**src/rtl/brr_pkg.sv**
```systemverilog
package brr_pkg;
    localparam int NUM_SRC = 3;

    typedef enum logic [1:0] {
        ST_POWERUP = 2'd0,
        ST_RUN     = 2'd1,
        ST_HOLD    = 2'd2
    } rst_state_e;

    localparam logic IDLE_TCK = 1'b0;
    localparam logic IDLE_TMS = 1'b1;
    localparam logic IDLE_TDI = 1'b1;
endpackage

```
**src/rtl/brr_sync.sv**
```systemverilog
module brr_sync #(
    parameter int   WIDTH   = 3,
    parameter int   STAGES  = 2,
    parameter logic RST_VAL = 1'b0
) (
    input  logic             clk,
    input  logic             rst_n,
    input  logic [WIDTH-1:0] d_i,
    output logic [WIDTH-1:0] q_o
);
    logic [WIDTH-1:0] pipe_q [STAGES];

    genvar s;
    generate
        for (s = 0; s < STAGES; s++) begin : g_stage
            always_ff @(posedge clk or negedge rst_n) begin
                if (!rst_n) begin
                    pipe_q[s] <= {WIDTH{RST_VAL}};
                end else if (s == 0) begin
                    pipe_q[s] <= d_i;
                end else begin
                    pipe_q[s] <= pipe_q[(s == 0) ? 0 : s-1];
                end
            end
        end
    endgenerate

    assign q_o = pipe_q[STAGES-1];
endmodule

```
**src/rtl/brr_reset_fsm.sv**
```systemverilog
module brr_reset_fsm
    import brr_pkg::*;
#(
    parameter int POR_CYCLES = 65536
) (
    input  logic               clk,
    input  logic               rst_n,
    input  logic [NUM_SRC-1:0] src_ok_i,
    output logic               cfg_rst_n_o,
    output logic               stat_oe_o
);
    localparam int CNT_W = (POR_CYCLES > 2) ? $clog2(POR_CYCLES) : 1;
    localparam logic [CNT_W-1:0] CNT_LAST = CNT_W'(POR_CYCLES - 1);

    rst_state_e       state_q, state_d;
    logic [CNT_W-1:0] cnt_q;
    logic             all_ok;

    assign all_ok = &src_ok_i;

    always_ff @(posedge clk or negedge rst_n) begin
        if (!rst_n) begin
            cnt_q <= '0;
        end else if (state_q == ST_POWERUP && cnt_q != CNT_LAST) begin
            cnt_q <= cnt_q + 1'b1;
        end
    end

    always_comb begin
        state_d = state_q;
        unique case (state_q)
            ST_POWERUP: if (cnt_q == CNT_LAST) state_d = all_ok ? ST_RUN : ST_HOLD;
            ST_RUN:     if (!all_ok)           state_d = ST_HOLD;
            ST_HOLD:    if (all_ok)            state_d = ST_RUN;
            default:                           state_d = ST_POWERUP;
        endcase
    end

    always_ff @(posedge clk or negedge rst_n) begin
        if (!rst_n) state_q <= ST_POWERUP;
        else        state_q <= state_d;
    end

    always_comb begin
        unique case (state_q)
            ST_RUN:  begin cfg_rst_n_o = 1'b1; stat_oe_o = 1'b0; end
            default: begin cfg_rst_n_o = 1'b0; stat_oe_o = 1'b1; end
        endcase
    end

    assert_por_hold_R2: assert property (@(posedge clk) disable iff (!rst_n)
        (state_q == ST_POWERUP && cnt_q != CNT_LAST) |=> (state_q == ST_POWERUP && !cfg_rst_n_o));

    assert_por_exit_R4: assert property (@(posedge clk) disable iff (!rst_n)
        (state_q == ST_POWERUP && cnt_q == CNT_LAST && !all_ok) |=> (state_q == ST_HOLD));

    assert_src_assert_R3: assert property (@(posedge clk) disable iff (!rst_n)
        (state_q != ST_POWERUP && !all_ok) |=> !cfg_rst_n_o);

    assert_src_release_R3: assert property (@(posedge clk) disable iff (!rst_n)
        (state_q != ST_POWERUP && all_ok) |=> cfg_rst_n_o);
endmodule

```
**src/rtl/brr_jtag_route.sv**
```systemverilog
module brr_jtag_route
    import brr_pkg::*;
(
    input  logic sel_local_i,
    input  logic ext_tck_i,
    input  logic ext_tms_i,
    input  logic ext_tdi_i,
    output logic ext_tdo_o,
    output logic fpga_tck_o,
    output logic fpga_tms_o,
    output logic fpga_tdi_o,
    input  logic fpga_tdo_i,
    output logic loc_tck_o,
    output logic loc_tms_o,
    output logic loc_tdi_o,
    input  logic loc_tdo_i
);
    always_comb begin
        if (sel_local_i) begin
            loc_tck_o  = ext_tck_i;
            loc_tms_o  = ext_tms_i;
            loc_tdi_o  = ext_tdi_i;
            ext_tdo_o  = loc_tdo_i;
            fpga_tck_o = IDLE_TCK;
            fpga_tms_o = IDLE_TMS;
            fpga_tdi_o = IDLE_TDI;
        end else begin
            fpga_tck_o = ext_tck_i;
            fpga_tms_o = ext_tms_i;
            fpga_tdi_o = ext_tdi_i;
            ext_tdo_o  = fpga_tdo_i;
            loc_tck_o  = IDLE_TCK;
            loc_tms_o  = IDLE_TMS;
            loc_tdi_o  = IDLE_TDI;
        end
    end
endmodule

```
**src/rtl/board_reset_router.sv**
```systemverilog
module board_reset_router
    import brr_pkg::*;
#(
    parameter int POR_CYCLES  = 65536,
    parameter int SYNC_STAGES = 2
) (
    input  logic clk,
    input  logic rst_n,
    input  logic ext_rst_n_i,
    input  logic pwr_ok_i,
    input  logic carrier_en_i,
    output logic cfg_rst_n_o,
    output logic stat_o,
    output logic stat_oe_o,
    output logic regen_o,
    output logic regen_oe_o,
    input  logic jtag_sel_i,
    input  logic ext_tck_i,
    input  logic ext_tms_i,
    input  logic ext_tdi_i,
    output logic ext_tdo_o,
    output logic fpga_tck_o,
    output logic fpga_tms_o,
    output logic fpga_tdi_o,
    input  logic fpga_tdo_i,
    output logic loc_tck_o,
    output logic loc_tms_o,
    output logic loc_tdi_o,
    input  logic loc_tdo_i
);
    logic [NUM_SRC-1:0] src_raw;
    logic [NUM_SRC-1:0] src_sync;

    assign src_raw = {carrier_en_i, pwr_ok_i, ext_rst_n_i};

    brr_sync #(
        .WIDTH  (NUM_SRC),
        .STAGES (SYNC_STAGES),
        .RST_VAL(1'b0)
    ) u_sync (
        .clk  (clk),
        .rst_n(rst_n),
        .d_i  (src_raw),
        .q_o  (src_sync)
    );

    brr_reset_fsm #(
        .POR_CYCLES(POR_CYCLES)
    ) u_fsm (
        .clk        (clk),
        .rst_n      (rst_n),
        .src_ok_i   (src_sync),
        .cfg_rst_n_o(cfg_rst_n_o),
        .stat_oe_o  (stat_oe_o)
    );

    assign stat_o     = 1'b0;
    assign regen_o    = 1'b0;
    assign regen_oe_o = 1'b0;

    brr_jtag_route u_jtag (
        .sel_local_i(jtag_sel_i),
        .ext_tck_i  (ext_tck_i),
        .ext_tms_i  (ext_tms_i),
        .ext_tdi_i  (ext_tdi_i),
        .ext_tdo_o  (ext_tdo_o),
        .fpga_tck_o (fpga_tck_o),
        .fpga_tms_o (fpga_tms_o),
        .fpga_tdi_o (fpga_tdi_o),
        .fpga_tdo_i (fpga_tdo_i),
        .loc_tck_o  (loc_tck_o),
        .loc_tms_o  (loc_tms_o),
        .loc_tdi_o  (loc_tdi_o),
        .loc_tdo_i  (loc_tdo_i)
    );

    assert_stat_tracks_R5: assert property (@(posedge clk) disable iff (!rst_n)
        (stat_oe_o == !cfg_rst_n_o) && !stat_o);

    assert_fpga_idle_R8: assert property (@(posedge clk) disable iff (!rst_n)
        jtag_sel_i |-> (fpga_tck_o == IDLE_TCK && fpga_tms_o == IDLE_TMS));

    assert_fpga_pass_R7: assert property (@(posedge clk) disable iff (!rst_n)
        !jtag_sel_i |-> (fpga_tck_o == ext_tck_i && ext_tdo_o == fpga_tdo_i));
endmodule

```
**config.mk**
```make
export PLATFORM = sky130hd
export DESIGN_NAME = board_reset_router
export DESIGN_NICKNAME = d
export VERILOG_FILES = /design/src/rtl/brr_pkg.sv /design/src/rtl/brr_sync.sv /design/src/rtl/brr_reset_fsm.sv /design/src/rtl/brr_jtag_route.sv /design/src/rtl/board_reset_router.sv
export SDC_FILE = /design/constraint.sdc
export NUM_CORES = 1
export LEC_CHECK = 0
export BUFFER_PORTS_ARGS = -buffer_cell sky130_fd_sc_hd__buf_2
export CELL_PAD_IN_SITES_DETAIL_PLACEMENT = 0
export CELL_PAD_IN_SITES_GLOBAL_PLACEMENT = 1
export CORE_ASPECT_RATIO = 1.75
export CORE_MARGIN = 2
export CORE_UTILIZATION = 30
export CTS_BUF_LIST = sky130_fd_sc_hd__clkbuf_16
export DETAILED_ROUTE_END_ITERATION = 6
export MAX_ROUTING_LAYER = met4
export PLACE_DENSITY_LB_ADDON = 0.1
export SYNTH_ARGS = -nofsm -noshare
export SYNTH_HDL_FRONTEND = slang
export SYNTH_SLANG_ARGS = --single-unit
```
**constraint.sdc**
```tcl
create_clock -name clk -period 2.2 [get_ports clk]
set_input_delay 0.22 -clock clk [delete_from_list [all_inputs] [get_ports clk]]
set_output_delay 0.22 -clock clk [all_outputs]
set_load 0.005 [all_outputs]
```
# Word-level counts from Yosys, hierarchy flattened
# Cells that the tools add are included.
op_classes:
  eq_ne: 7
  add_sub_neg: 1
  magnitude_cmp: 0
  n_shift: 0
  mux: 14
  reduce_logical: 4
  bitwise_logic: 0
  n_div: 0
  n_mul: 0
ops:
  columns: ["operator", "n"]
  rows:
  - ["16-bit by 1-bit adder with 16-bit output (second input constant)", 1]
  - ["16-bit == test (second input constant)", 1]
  - ["16-bit inequality test (second input constant)", 1]
  - ["1-bit 2-to-1 mux", 9]
  - ["2-bit 2-to-1 mux", 4]
  - ["2-bit case mux with 3 select lines", 1]
  - ["3-bit AND reduction", 2]
  - ["2-bit inequality test (second input constant)", 2]
  - ["2-bit by 1-bit == test with 1-bit output (second input constant)", 1]
  - ["2-bit == test (second input constant)", 1]
  - ["2-bit logical NOT", 1]
  - ["2-bit by 1-bit inequality test with 1-bit output (second input constant)", 1]
  - ["1-bit logical AND", 1]
totals:
  regBits: 24
  ramBits: 0
  latchBits: 0
  mem_count: 0
  inputBits: 11
  mem_bits_ro: 0

# Logic depth before layout (Yosys ltp)
# Gate-level depths: netlist (run 1).
depth:
  depth_word: 4
  ltp_mapped: 5
  ltp_nobuf: 5

# Cells and area by module
# Synthesis (run 1) repeated with hierarchy kept, for this count alone.
hier_totals:
  hier_cells: 100
  area_unflattened_um2: 1129.8
modules_own_cells:
  columns: ["mod", "instances", "area_per_inst_um2", "cells_per_inst", "seq_area_each_um2"]
  rows:
  - ["brr_reset_fsm", 1, 874.6, 80, 450.4]
  - ["brr_sync", 1, 172.7, 9, 150.1]
  - ["brr_jtag_route", 1, 56.3, 7, 0.0]
  - ["board_reset_router", 1, 26.3, 4, 0.0]

# Worst setup path after synthesis (run 1)
# No wires, ideal clock.
synth_timing:
  kind: "reg-to-reg"
  from: "reg u_fsm.cnt_q[0]"
  to: "reg u_fsm.cnt_q[1]"
  path_slack_ns: 0.488
  stages_incl_launch_ff: 5
  required_ns: 2.075
  arrival_time_ns: 1.587
  cell_sequence: "dfrtp_1 > ha_1 > nand4_1 > o41ai_4 > mux2_4"
synth_via:
  elab_chain_len: 2
  elab_cells_between_ends: 3
synth_lines:
  columns: ["item", "line", "source"]
  rows:
  - ["start, declared", "brr_reset_fsm.sv:16", "logic [CNT_W-1:0] cnt_q;"]
  - ["start signal, assigned", "brr_reset_fsm.sv:25", "cnt_q <= cnt_q + 1'b1;"]
  - ["branches (longest 2 deep; another with 16-bit by 1-bit adder with 16-bit output)", null, null]
# Several ways; the timed one is not identified.
# A chain may end at the register's enable or synchronous reset.

# Worst setup path in the final report (run 1)
layout_timing:
  from: "reg u_fsm.cnt_q[0]"
  to: "reg u_fsm.cnt_q[9]"
# Same word-level chain as after synthesis.

==> results of run 1 <==
metrics by stage:
step / utilization, % / setup slack (ps) / total power (uW) / area (um^2) / cells
4_1_cts: 38.38 / 392.0 / 1010 / 1379 / 167
5_1_grt: 38.38 / 230.7 / 1035 / 1379 / 167
6_report: 38.38 / 392.7 / 992.5 / 1379 / 167
2_1_floorplan: - / 487.5 / 468.8 / 1126 / 99
3_3_place_gp: 35.18 / 433.8 / 490.9 / 1264 / 162
3_5_place_dp: 35.18 / 412.5 / 491.6 / 1264 / 162
critical path: stages, from the launching register on:
cell     delay [ps]
dfrtp_1         400
ha_1            220
nand4_1         170
o41ai_4         470
buf_4           220
nor3_1           60
xor2_1          140
per-layer routing:
metal / wire length [um] / part of all wire (%) / vias to the layer above
met5: 0 / 0 / -
met4: 42 / 2.0 / 0
met2: 1192 / 56 / 13
met3: 41 / 1.9 / 4
met1: 861 / 40 / 358
li1: - / - / 376
power breakdown:
group,total (uW),leakage [uW],switching (uW),internal (uW)
sequential,448,0.000307,1.43,447
clock,509,0.0000511,148,361
combinational,34.7,0.000356,18.3,16.4
cells by family after synthesis:
family          count (synthesis)  share of synthesized area (%)
flops                          24                          53.69
buf+inv                         4                          2.349
simple gates                   48                          25.51
other cells                     1                         0.3352
fa+ha+maj                       1                          1.118
xor+xnor                       15                          11.74
mux                             2                          2.349
compound gates                  2                          2.908
state kept, by name, indices dropped and copies added, names as in the netlist:
signal and flops:
u_fsm.cnt_q 16, u_sync.pipe_q 3, u_sync.q_o 3, u_fsm.state_q 2
cell type report:
class | count | area, um^2
clock buffer | 3 | 75.07
clock inverter | 1 | 30.03
fill | 355 | 2213
inverter | 1 | 3.754
multi-input combinational | 71 | 499.2
sequential | 24 | 600.6
tap | 46 | 57.56
timing repair buffer | 21 | 112.6
path summary, 6_finish.rpt:
| path | startpoint | to | slack, ps | cells after the start |
|---|---|---|---|---|
| min reg2reg | u_sync.pipe_q[5] | u_sync.q_o[2] | 350 | 0 |
| max in group asynchronous | rst_n | u_fsm.cnt_q[14] | 1380 | 2 |
| min | pwr_ok_i | u_sync.pipe_q[4] | 70 | 1 |
| min in group asynchronous | rst_n | u_fsm.cnt_q[13] | 470 | 2 |
| max | u_fsm.cnt_q[0] | u_fsm.cnt_q[9] | 390 | 6 |
| max reg2reg | u_fsm.cnt_q[0] | u_fsm.cnt_q[9] | 390 | 6 |
synthesized netlist by cell type, types with 2 or more instances:
cell      number  area share [%]
nor3_1         4             1.8
nand4_1        3             1.7
and4_1         3             2.3
nor2_1         8             2.7
and3_1         3             1.7
or2_2          2             1.1
nand2_1        8             2.7
nand3_1        6             2.7
xor2_1        11             8.6
nand2b_1       3             1.7
xnor2_1        4             3.1
buf_4          3             2.0
dfrtp_1       24              54
==> flow_metrics.tcl, run 1 <==
set metrics [dict create \
    layout_commonest_cell "dfrtp_1" \
    period_share_pct 82.15 \
    grt_pass1_wl_um 3512 \
    fin_setup_tns_ps 0 \
    crit_type "reg2reg" \
    hold_buffers 1 \
    power_density_nw_per_um2 719.8 \
    synth_seq_area_share_pct 53.69 \
    place.port_buffers 19 \
    synth-edff-count 0 \
    clk_latency_ps 260 \
    period_needed_ps 1807 \
    cp-end-kind "flop" \
    yosys_register_bits 24 \
    drc 0 \
    viasPerCell 4.497 \
    antenna_cells 0 \
    wirelength_um 2137 \
    first_pass_iters 4 \
    finalClockSkew_ps 3.603 \
    clockRootBuffer "clkbuf_16" \
    ant_nets 0 \
    max_freq_mhz 553.3 \
    peakVddDrop_uv 517.6 \
    top_usage_layer "met2" \
    grt_max_degree 25 \
    final_hold_viol_count 0 \
    die_h_um 84.78 \
    use_met3_pct 1.601 \
    grt_usage_pct 11.57 \
    cp_max_fo 6 \
    ys_types 28 \
    die-area_um2 4252 \
    syn_avg_cell_area_um2 11.53 \
    area_growth_pct 23.27 \
    fin_nets 134 \
    via_count 751 \
    use_met1_pct 12.44 \
    cp.arrival_ps 1940 \
    dp_hpwl_um 1642 \
    design.core.area_um2 3592 \
    slew_headroom_pct 61.33 \
    async_flop_share_pct 100.0 \
    setup-violations-final 0 \
    drtIter0Drc 17 \
    hold_ws_ps 67.54 \
    initial_core_util_pct 31.14 \
    leakage_uw 0.0007138 \
    final_cell_mix "dfrtp_1, buf_2, xor2_1" \
    antenna_found_initial 0 \
    tightestPinTransition_ps 574.0 \
    grt_pass1_vias 729 \
    hold_path.class "in2reg" \
    cts_tree "done" \
    grt_setup_unrepaired "no" \
    ios 23 \
    syn-cell-area_um2 1119 \
    drive_gt1_share_pct 27.27 \
    cap_violations 0 \
    cp.required_ps 2330 \
    grtUsageMet2_pct 20.33 \
    synth_ff_type "dfrtp_1" \
    wire_per_inst_um 12.80 \
    gr-total-overflow 0 \
    row_count 29 \
    numClockSinks 24 \
    cts.path.max_buffers 2 \
    netlist_instances 97 \
    postCtsSetupRepairBufs 0 \
    outcome "finished clean" \
    cts_buffers 3 \
    cts_repair_resize_count 0 \
    yosysWarnings 0 \
    cp-start-kind "flop" \
    finalMaxSlewViolations 0 \
    gp_congestion 0.7594 \
    path_clk_slew_ps 60 \
    die_x_um 50.16 \
    h-tree-depth 1 \
]
No activity file was read; power rests on OpenSTA's default activity.
==> run 2, diff against run 1 <==
- clock period: 2.2 -> 1.55 ns (I/O delays scaled with it)
==> run 2 against run 1 <==
The flow now finishes with violations (negative setup slack). Clock power up 10%. Worst setup slack worse by 440 ps. Final area increased by 14%. Die area unchanged. Via count increased by 15%. Register-to-register slack worse by 440 ps. Critical path depth is the same. Largest power group is now registers. Hold slack worse by 61 ps. Global-route usage increased by 1.6 points. First-iteration DRC count fell by 47%. Cell count up 15%. Sequential power is 42% higher. Largest cell class unchanged.
==> flow_metrics.tcl, run 2 (synthesis gave the netlist of run 1 again) <==
set metrics [dict create \
    die-area_um2 4252 \
    area_growth_pct 40.04 \
    gr-total-overflow 0 \
    placed_area_um2 1436 \
    initial_core_util_pct 31.14 \
    finalClockSkew_ps 3.485 \
    numClockSinks 24 \
    outcome "finished, violations left" \
    final_hold_viol_count 0 \
    tightestPinTransition_ps 539.7 \
    path_clk_slew_ps 60 \
    h-tree-depth 1 \
    power_density_nw_per_um2 797.1 \
    slew_headroom_pct 64.02 \
    cap_violations 0 \
    wirelength_um 2416 \
    grt_pass1_wl_um 4153 \
    antenna_found_initial 0 \
    grt_pass1_vias 918 \
    cp.required_ps 1700 \
    grt_max_degree 25 \
    wire_per_inst_um 12.58 \
    regMostFlops "u_fsm.cnt_q" \
    via_count 863 \
    dp_slack_ps -85.14 \
    period_needed_ps 1601 \
    period_share_pct 103.3 \
    violations "negative setup slack" \
    grt_usage_pct 13.14 \
    die_x_um 50.16 \
    place.port_buffers 19 \
    r2r_start "u_fsm.cnt_q[0]" \
    r2r-end "u_fsm.cnt_q[1]" \
    crit_type "reg2reg" \
    clockRootBuffer "clkbuf_16" \
    crit_chain "ha_1 > nand4_1 > buf_4 > o41ai_4 > buf_6 > mux2_4" \
    setup-violations-final 2 \
    cpMaxStageDelayCell "dfrtp_1" \
    cp.arrival_ps 1750 \
    post-route-util_pct 43.61 \
    fin_nets 159 \
    crit_cells 6 \
    critPathCapture "u_fsm.cnt_q[1]" \
    cp_slowest_stage_delay_ps 350 \
    design.core.area_um2 3592 \
    antenna_cells 0 \
    crit_buf_inv 2 \
    final_cell_mix "buf_4, dfrtp_1, buf_2" \
    cp-start-kind "flop" \
    drc 0 \
    layoutNonFillerInstCount 192 \
    gp_congestion 0.7853 \
    setup_slack_ps -51.31 \
    largest_reg_flops 16 \
    min_from "ext_rst_n_i" \
    ios 23 \
    max_freq_mhz 624.5 \
    peakVddDrop_uv 577.8 \
    cts_buffers 3 \
    cp-end-kind "flop" \
    grt_setup_unrepaired "yes" \
    drtIter0Drc 9 \
    hold_path.class "in2reg" \
    leakage_uw 0.0008236 \
    row_count 29 \
    drive_gt1_share_pct 41.10 \
    cts.path.max_buffers 2 \
    die_h_um 84.78 \
    design_area_um2 1567 \
    dpl.cell_count 185 \
    first_pass_iters 2 \
    viasPerCell 4.495 \
    rrSetupSlack_ps -50 \
    ant_nets 0 \
    crit_family "flip-flops" \
    finalMaxSlewViolations 0 \
    cts_tree "done" \
    reg2regPathDepth 6 \
    startpoint "u_fsm.cnt_q[0]" \
    clk_latency_ps 260 \
    cp_max_fo 10 \
]
-- run 2: changes by cell type in the layout (fill, tap and decap cells not counted), sizes merged --
cell,delta
dlygate4sd3,+1
buf,+24
clkinv,+1
bufinv,-1
-- run 2: layout make-up --
class | count | area [um^2]
sequential | 24 | 600.6
clock inverter | 1 | 3.754
multi-input combinational | 71 | 519.2
tap | 46 | 57.56
clock buffer | 3 | 75.07
inverter | 1 | 3.754
timing repair buffer | 46 | 306.5
fill | 367 | 2026
-- run 2: metrics by stage --
| step | setup TNS (ps) | power (uW) | hold slack (ps) |
|---|---|---|---|
| final | -92.69 | 1249 | 6.111 |
| after global routing | -701.3 | 1289 | 3.812 |
| after CTS | -138.8 | 1261 | 3.265 |
| after detailed placement | -235.8 | 697.6 | 174.7 |
| after global placement | -88.84 | 695.3 | 167.9 |
| after floorplan | -248.0 | 665.4 | -140.6 |
-- run 2: repair_timing --
action                                 4_1_cts  5_1_grt
gates resized for setup                      4        2
endpoints found under the hold margin       24        1
pin swaps                                    1        1
hold buffers                                 1        1
setup buffers                                1        0
setup endpoints to repair                   10       13
-- run 2: worst min-delay path by stage --
stage	endpoint	slack [ps]	depth (start not counted)
after floorplan	u_fsm.cnt_q[0]	-140	0
after global routing	u_sync.pipe_q[3]	4	1
after detailed placement	u_fsm.cnt_q[15]	170	1
after global placement	u_fsm.cnt_q[8]	170	1
final	u_sync.pipe_q[3]	6	1
after CTS	u_sync.pipe_q[3]	3	1
-- run 2: metal layers --
layer	vias up	global-route usage [%]	share of wire (%)
met1	416	14.25	38
met3	6	1.601	2.5
met2	15	22.97	56
met5	-	-	0
met4	0	6.313	2.7
li1	426	-	-
-- run 2: where the power goes --
group / switching (uW) / total, uW / leakage, uW / internal [uW]
clock network: 216 / 560 / 0.0000385 / 345
logic: 27.1 / 52.1 / 0.000478 / 25.0
registers: 1.82 / 636 / 0.000307 / 634
==> run 3, diff against run 2 <==
==> constraint.sdc (replaced) <==
create_clock -name clk -period 1.55 [get_ports clk]
set_input_delay 0.155 -clock clk [delete_from_list [all_inputs] [get_ports clk]]
set_output_delay 0.155 -clock clk [all_outputs]
set_load 0.1 [all_outputs]
==> run 3 against run 2 <==
The run still ends with negative setup slack left. Wire length is 0.17% lower. Fmax is 0.13% higher. Global-route usage is 0.20 points lower. Largest cell class unchanged. Non-clock buffer count is 4 higher. Highest routed layer unchanged. Worst setup slack better by 2.0 ps.
==> flow_metrics.tcl, run 3 (synthesis gave the netlist of run 1 again) <==
set metrics [dict create \
    viasPerCell 4.505 \
    tightestPinTransition_ps 549.6 \
    startpoint "u_fsm.cnt_q[1]" \
    setup-violations-final 2 \
    drive_gt1_share_pct 45.33 \
    initial_core_util_pct 31.14 \
    pwr-share-comb_pct 10.5 \
    clk_latency_ps 250 \
    design.core.area_um2 3592 \
    drtIter0Drc 9 \
    ant_nets 0 \
    finalClockSkew_ps 1.970 \
    h-tree-depth 1 \
    dp_slack_ps -123.2 \
    grt_max_degree 25 \
    place.port_buffers 19 \
    fin_setup_tns_ps -85.14 \
    power_density_nw_per_um2 919.9 \
    layout_commonest_cell "buf_4" \
    via_count 883 \
    placed_area_um2 1453 \
    finalMaxSlewViolations 0 \
    reg2regPathDepth 6 \
    cts_buffers 3 \
    swShare_pct 22.95 \
    design_area_um2 1659 \
    cp-end-kind "flop" \
    regMostFlops "u_fsm.cnt_q" \
    die_x_um 50.16 \
    leakage_uw 0.0008463 \
    first_pass_iters 4 \
    setup_slack_ps -49.28 \
    gp_congestion 0.7713 \
    grt_setup_unrepaired "yes" \
    cp-start-kind "flop" \
    gr-total-overflow 0 \
    largest_reg_flops 16 \
    period_needed_ps 1599 \
    antenna_cells 0 \
    numClockSinks 24 \
    row_count 29 \
    r2r_start "u_fsm.cnt_q[1]" \
    min_from "u_sync.pipe_q[5]" \
    outcome "finished, violations left" \
    antenna_found_initial 0 \
    final_cell_mix "buf_4, dfrtp_1, buf_2" \
    ios 23 \
    period_share_pct 103.2 \
    max_freq_mhz 625.3 \
    hold_path.class "reg2reg" \
    wirelength_um 2412 \
    crit_type "reg2reg" \
    cts.path.max_buffers 2 \
    hold_depth 0 \
    grt_usage_pct 12.94 \
    wire_per_inst_um 12.31 \
    slew_headroom_pct 63.36 \
    cap_violations 0 \
    p_sw_uw 350.2 \
    cp.arrival_ps 1740 \
    die_h_um 84.78 \
    grt_pass1_wl_um 4119 \
    hold_ws_ps 348.2 \
    cts_tree "done" \
    violations "negative setup slack" \
    cp_max_fo 9 \
    path_clk_slew_ps 60 \
    seq_power_share_pct 41.7 \
    fin_nets 163 \
    dp_hpwl_um 1800 \
    final_hold_viol_count 0 \
    cp.required_ps 1690 \
    die-area_um2 4252 \
    p_int_uw 1176 \
    peakVddDrop_uv 853.8 \
    clockRootBuffer "clkbuf_16" \
    pwr-share-clk_pct 47.8 \
    grt_pass1_vias 942 \
    area_growth_pct 48.32 \
    drc 0 \
]
run 3: cell type report:
cell class	count	area, um^2
Tap cell	46	57.56
Timing Repair Buffer	50	356.6
Multi-Input combinational cell	71	531.8
Fill cell	354	1933
Clock inverter	1	30.03
Inverter	1	7.507
Sequential cell	24	600.6
Clock buffer	3	75.07
run 3: per-stage QoR:
step,power [uW],cells,util (%)
after floorplan,770.7,99,-
after global placement,800.5,184,40.44
after detailed placement,802.5,184,40.44
after CTS,1551,195,45.45
after global routing,1576,196,46.19
final,1526,196,46.19
run 3: worst paths after layout:
| kind | endpoint | slack [ps] |
|---|---|---|
| worst max-delay path | u_fsm.cnt_q[1] | -50 |
| worst min-delay path | u_sync.q_o[2] | 350 |
| worst max register to register | u_fsm.cnt_q[1] | -50 |
| worst min register to register | u_sync.q_o[2] | 350 |
| max in group asynchronous | u_fsm.cnt_q[3] | 770 |
| min in group asynchronous | u_fsm.cnt_q[8] | 420 |
run 3: layer usage:
| layer | global-route usage (%) | wire (um) | vias up |
|---|---|---|---|
| met1 | 12.94 | 935 | 436 |
| met3 | 1.601 | 31 | 2 |
| met5 | - | 0 | - |
| li1 | - | - | 436 |
| met2 | 24.16 | 1419 | 9 |
| met4 | 5.303 | 25 | 0 |
run 3: power by group through the flow:
stage                     Combinational, uW  Sequential [uW]  Clock, uW
after detailed placement                155              648          0
after CTS                               160              636        755
final                                   161              636        729
after global placement                  153              647          0
after global routing                    169              636        771
after floorplan                         123              647          0
run 3: critical path, cell delays in order (launching register included):
cell and delay (ps):
dfrtp_1 360, ha_2 180, nand4_1 100, buf_4 160
o41ai_4 210, buf_6 180, mux2_4 290
run 3: timing repair:
action	in CTS	in global routing
gates resized for setup	5	3
endpoints found under the hold margin	26	1
setup endpoints to repair	10	16
buffers inserted	4	0
pin swaps	6	4
hold buffers	3	1
